**src/rtl/conv_ctl_pkg.sv**
```systemverilog
package conv_ctl_pkg;
  localparam int unsigned REG_W   = 4;
  localparam int unsigned BIT_EN  = 0;
  localparam int unsigned BIT_SEL = 1;
  localparam int unsigned BIT_SUP = 2;

  typedef struct packed {
    logic sup;
    logic sel;
    logic en;
  } ctl_t;
endpackage

```
**src/rtl/conv_ctl_settle.sv**
```systemverilog
module conv_ctl_settle #(
  parameter int unsigned SETTLE_TICKS = 6,
  localparam int unsigned CNT_W = $clog2(SETTLE_TICKS + 1)
) (
  input  logic clk_i,
  input  logic rst_ni,
  input  logic load_i,
  input  logic sup_i,
  input  logic tick_i,
  output logic ready_o
);
  logic [CNT_W-1:0] cnt_q;

  always_ff @(posedge clk_i or negedge rst_ni) begin
    if (!rst_ni)                       cnt_q <= '0;
    else if (load_i)                   cnt_q <= CNT_W'(SETTLE_TICKS);
    else if (!sup_i)                   cnt_q <= '0;
    else if (tick_i && cnt_q != '0)    cnt_q <= cnt_q - CNT_W'(1);
  end

  assign ready_o = sup_i && (cnt_q == '0);

  // once loaded the wait holds the full length on the next cycle
  p_settle_load_r6: assert property (@(posedge clk_i) disable iff (!rst_ni)
    load_i |=> !ready_o);
endmodule

```
**src/rtl/conv_ctl_core.sv**
```systemverilog
module conv_ctl_core
  import conv_ctl_pkg::*;
(
  input  logic             clk_i,
  input  logic             rst_ni,
  input  logic             wr_i,
  input  logic [REG_W-1:0] wdata_i,
  input  logic             ovf_a_i,
  input  logic             ovf_b_i,
  input  logic             ready_i,
  output logic             load_o,
  output ctl_t             ctl_o,
  output logic             pend_o,
  output logic             irq_o
);
  ctl_t ctl_q, ctl_d;
  logic pend_q, pend_d;
  logic irq_q, irq_d;
  logic ovf_any;
  logic unused_wbit;

  assign unused_wbit = wdata_i[REG_W-1];
  assign ovf_any = ovf_a_i | ovf_b_i;
  assign load_o  = wr_i && wdata_i[BIT_SUP] && !ctl_q.sup;

  always_comb begin
    ctl_d.sup = wr_i ? wdata_i[BIT_SUP] : ctl_q.sup;
    ctl_d.sel = wr_i ? wdata_i[BIT_SEL] : ctl_q.sel;
    ctl_d.en  = ctl_q.en;
    pend_d    = pend_q;
    if (!ctl_d.sup) begin
      ctl_d.en = 1'b0;
      pend_d   = 1'b0;
    end else if ((ctl_q.en || pend_q) && ovf_any) begin
      // hardware clear wins over a same-cycle write
      ctl_d.en = 1'b0;
      pend_d   = 1'b0;
    end else if (wr_i) begin
      if (wdata_i[BIT_EN]) begin
        ctl_d.en = ready_i;
        pend_d   = !ready_i;
      end else begin
        ctl_d.en = 1'b0;
        pend_d   = 1'b0;
      end
    end else if (pend_q && ready_i) begin
      ctl_d.en = 1'b1;
      pend_d   = 1'b0;
    end
    irq_d = ctl_q.en && (ctl_q.sel ? ovf_b_i : ovf_a_i);
  end

  always_ff @(posedge clk_i or negedge rst_ni) begin
    if (!rst_ni) begin
      ctl_q  <= '0;
      pend_q <= 1'b0;
      irq_q  <= 1'b0;
    end else begin
      ctl_q  <= ctl_d;
      pend_q <= pend_d;
      irq_q  <= irq_d;
    end
  end

  assign ctl_o  = ctl_q;
  assign pend_o = pend_q;
  assign irq_o  = irq_q;


  p_irq_src_r3: assert property (@(posedge clk_i) disable iff (!rst_ni)
    irq_q |-> $past(ctl_q.en));

  p_ovf_clear_r4: assert property (@(posedge clk_i) disable iff (!rst_ni)
    (ctl_q.en && ovf_any) |=> !ctl_q.en);

  p_supply_gate_r5: assert property (@(posedge clk_i) disable iff (!rst_ni)
    ctl_q.en |-> ctl_q.sup);

  p_settle_gate_r6: assert property (@(posedge clk_i) disable iff (!rst_ni)
    $rose(ctl_q.en) |-> $past(ready_i));

  p_irq_pulse_r7: assert property (@(posedge clk_i) disable iff (!rst_ni)
    irq_q |=> !irq_q);

  p_supply_stop_r9: assert property (@(posedge clk_i) disable iff (!rst_ni)
    (wr_i && !wdata_i[BIT_SUP]) |=> !ctl_q.en);
endmodule

```
**src/rtl/conv_ctl_top.sv**
```systemverilog
module conv_ctl_top
  import conv_ctl_pkg::*;
#(
  parameter int unsigned        ADDR_W       = 4,
  parameter logic [ADDR_W-1:0]  REG_ADDR     = 'hA,
  parameter int unsigned        SETTLE_TICKS = 6
) (
  input  logic              clk_i,
  input  logic              rst_ni,
  input  logic [ADDR_W-1:0] bus_addr_i,
  input  logic [REG_W-1:0]  bus_wdata_i,
  input  logic              bus_we_i,
  output logic [REG_W-1:0]  bus_rdata_o,
  input  logic              ovf_a_i,
  input  logic              ovf_b_i,
  input  logic              tick_i,
  output logic              osc_en_o,
  output logic              cnt_run_o,
  output logic              irq_o
);
  logic hit, wr, load, ready, pend;
  ctl_t ctl;

  assign hit = (bus_addr_i == REG_ADDR);
  assign wr  = bus_we_i && hit;

  conv_ctl_core u_core (
    .clk_i   (clk_i),
    .rst_ni  (rst_ni),
    .wr_i    (wr),
    .wdata_i (bus_wdata_i),
    .ovf_a_i (ovf_a_i),
    .ovf_b_i (ovf_b_i),
    .ready_i (ready),
    .load_o  (load),
    .ctl_o   (ctl),
    .pend_o  (pend),
    .irq_o   (irq_o)
  );

  conv_ctl_settle #(.SETTLE_TICKS(SETTLE_TICKS)) u_settle (
    .clk_i   (clk_i),
    .rst_ni  (rst_ni),
    .load_i  (load),
    .sup_i   (ctl.sup),
    .tick_i  (tick_i),
    .ready_o (ready)
  );

  assign bus_rdata_o = hit ? {1'b0, ctl.sup, ctl.sel, ctl.en | pend} : '0;
  assign osc_en_o    = ctl.en;
  assign cnt_run_o   = ctl.en;

  // bit 3 is never set
  p_rd_pad_r2: assert property (@(posedge clk_i) disable iff (!rst_ni)
    !bus_rdata_o[REG_W-1]);
endmodule

```
**config.mk**
```make
export PLATFORM = sky130hd
export DESIGN_NAME = conv_ctl_top
export DESIGN_NICKNAME = d
export VERILOG_FILES = /design/src/rtl/conv_ctl_pkg.sv /design/src/rtl/conv_ctl_settle.sv /design/src/rtl/conv_ctl_core.sv /design/src/rtl/conv_ctl_top.sv
export SDC_FILE = /design/constraint.sdc
export NUM_CORES = 1
export LEC_CHECK = 0
export ABC_AREA = 1
export ABC_CLOCK_PERIOD_IN_PS = 990
export BUFFER_PORTS_ARGS = -buffer_cell sky130_fd_sc_hd__clkbuf_2
export CAP_MARGIN = 10
export CORE_UTILIZATION = 40
export DETAILED_ROUTE_END_ITERATION = 12
export GPL_TIMING_DRIVEN = 0
export PLACE_DENSITY_LB_ADDON = 0.25
export SKIP_CTS_REPAIR_TIMING = 1
export SLEW_MARGIN = 5
export SYNTH_ARGS = -nofsm -noshare
export SYNTH_HDL_FRONTEND = slang
export SYNTH_SLANG_ARGS = --single-unit
```
**constraint.sdc**
```tcl
create_clock -name clk_i -period 0.99 [get_ports clk_i]
set_input_delay 0.0495 -clock clk_i [delete_from_list [all_inputs] [get_ports clk_i]]
set_output_delay 0.0495 -clock clk_i [all_outputs]
set_load 0.005 [all_outputs]
```
==> qor.csv <==
stage,metric,value,unit
yosys,yosys.area.top_type,dfrtp_1,
setup_path,cp.arrival,1220,ps
yosys,avgSynthCellArea,7.73,um^2
timing,setup_slack,-110,ps
yosys,synth-xor-area-share,1.55,%
clocking,insertion_delay,250,ps
timing,fmax,909,MHz
yosys,synth_top_family_by_area,simple AND/OR/NAND/NOR gates,
setup_path,crit_type,reg2reg,
yosys,synth_warnings,0,
yosys,seq_area_frac_synth,35.5,%
layout,fin_util,57.7,%
yosys,synth_fa_ha_area_share,4.43,%
die,die_y,39.6,um
detailed_routing,drtPass1Iterations,2,
yosys,synthSimpleGateAreaFrac,36.6,%
placement,port_buffers,18,
placement,dpl.hpwl,853,um
setup_path,critical_path_required,1110,ps
die,rows,13,
grt,grt_pass1_vias,401,
grt,grt_start_max_net_pins,10,
die,core_area,1300,um^2
power_and_ir_drop,power.density,1930,nW/um^2
timing,fin_crit_sh,111,%
grt,grt_pass1_wl,1700,um
timing,finalSetupViolations,6,
grt,gr-total-overflow,0,
yosys,synth_top_area_share,35.5,%
status,status,finished with violations,
yosys,synth_area,564,um^2
setup_path,cp_max_fo,5,
timing,finalMaxSlewViolations,0,
clocking,cts_buffers,3,
placement,dpl_cell_area,688,um^2
die,dieArea,1560,um^2
yosys,synthFlopType,dfrtp_1,
timing,rsz0062_at_grt,true,
detailed_routing,drt-total-wl,1050,um
power_and_ir_drop,p_total,1.45,mW
detailed_routing,detail-route-antenna-nets,0,
detailed_routing,dr.first_iter.drc_count,2,
detailed_routing,wl_per_cell,9.42,um
die,ioPinCount,21,
clocking,clockRootBuffer,clkbuf_4,
timing,setup_tns,-464,ps
detailed_routing,m1WireLength,513,um
layout,diodes,0,
detailed_routing,drc,0,
die,start_util,43.4,%
detailed_routing,top_layer,met4,
yosys,netlist_instances,73,
power_and_ir_drop,p_leak,0.405,nW
timing,clock_skew,2.36,ps
layout,nets,114,
status,failed_checks,negative setup slack,
worst_hold_path,hold_path_class,in2reg,
power_and_ir_drop,irDropWorstVdd,0.887,mV
clocking,cts_tree,done,
timing,final-hold-violation-count,0,
detailed_routing,met2_length,470,um
clocking,clockBufferDepth,2,
yosys,synth_edf_count,0,
yosys,synth_compound_area_share,7.98,%
setup_path,cp-start-kind,flop,
flow_run,drv_cap,0,
placement,dpl_worst_slack,-115,ps
yosys,yosysMostFrequentCell,nand2_1,
grt,antenna_found_initial,0,
detailed_routing,wl_met3,50,um
clocking,clk_pin_slew,60,ps
setup_path,endpoint_kind,flop,
yosys,synthTopCellsByArea,"dfrtp_1 35%, nand2_1 9.3%, inv_1 8.0%, nand2_2 6.7%, ha_1 4.4%",
clocking,h-tree-depth,1,
clocking,cts.sinks,8,
yosys,synthMuxAreaShare,0,%
detailed_routing,vias,495,
detailed_routing,via_per_inst,4.46,
die,die_x,39.6,um
placement,gp_congestion,0.727,
yosys,yosysUniqueCellTypes,23,
yosys,synthArstFlopShare,100,%
layout,fin_area,751,um^2
layout,drive_above_1_share,47.9,%
timing,period_minus_slack,1100,ps
yosys,ys_ff_latch,8,
grt,grt_usage,16.9,%
yosys,netlist_top_cells_count,"14 x nand2_1, 12 x inv_1, 8 x dfrtp_1",
yosys,syn-num-nets,89,
layout,area_growth,33.0,%
final timing paths:
path                                      to               from  cells after the start  slack, ps
hold reg to reg            u_settle.cnt_q[2]  u_settle.cnt_q[2]                      2        560
max in group asynchronous    u_core.ctl_o[0]             rst_ni                      2        610
setup reg to reg           u_settle.cnt_q[1]  u_settle.cnt_q[0]                      7       -110
min in group asynchronous    u_core.ctl_o[1]             rst_ni                      2        190
setup / recovery           u_settle.cnt_q[1]  u_settle.cnt_q[0]                      7       -110
hold / removal                  u_core.irq_o            ovf_b_i                      3         20
state kept, by name (all words and copies together) (netlist names):
register / cells
u_core.ctl_o: 3
u_core.pend_o: 1
u_settle.cnt_q: 3
u_core.irq_o: 1
final cells by class:
type,instances,area (um^2)
Fill cell,128,551
Multi-Input combinational cell,49,315
Sequential cell,8,201
Timing Repair Buffer,20,114
Inverter,13,48.8
Buffer,3,30.0
Clock buffer,3,22.5
Tap cell,15,18.8
power by group:
group | leakage (nW) | internal [mW] | switching (mW)
Clock | 0.0138 | 0.139 | 0.113
Sequential | 0.102 | 0.421 | 0.0658
Combinational | 0.289 | 0.330 | 0.381
placed cells by master, fill, tap and decap left out, types with 3 or more instances in the layout:
cell      instances
clkbuf_2         16
inv_2             5
nor2_1            4
clkbuf_4          3
inv_1             8
nand2_2           6
nand3_1           4
buf_6             3
dfrtp_1           7
nand2_1          13
per-stage QoR:
stage               cells  hold slack [ps]
finish                111             25.0
global route          111             53.1
CTS                   109             -358
detailed placement    106            -87.1
global placement      106            -85.5
floorplan              73             -246
worst max-delay path: stages, from the launching register on:
cell      delay (ps)
dfrtp_1          380
inv_2             90
ha_4             140
nand2_2           70
nand2_2           90
nand2_4           60
nand3b_1          80
o211ai_1          80
logic make-up (layout without fill, tap and decap cells):
| logic type | count (synthesis) | count (layout) |
|---|---|---|
| AO/OA/AOI/OAI | 8 | 8 |
| XOR/XNOR | 1 | 1 |
| adder cells (fa/ha/maj) | 2 | 2 |
| buffers and inverters | 16 | 39 |
| flip-flops | 8 | 8 |
| other | 1 | 1 |
| AND/OR/NAND/NOR | 37 | 37 |
per-layer routing:
layer | vias up | GRT usage [%]
li1 | 277 | -
met1 | 203 | 23.1
met2 | 13 | 23.8
met3 | 2 | 3.41
met4 | 0 | 10.3
met5 | - | 0
No activity file was read; power rests on OpenSTA's default activity.
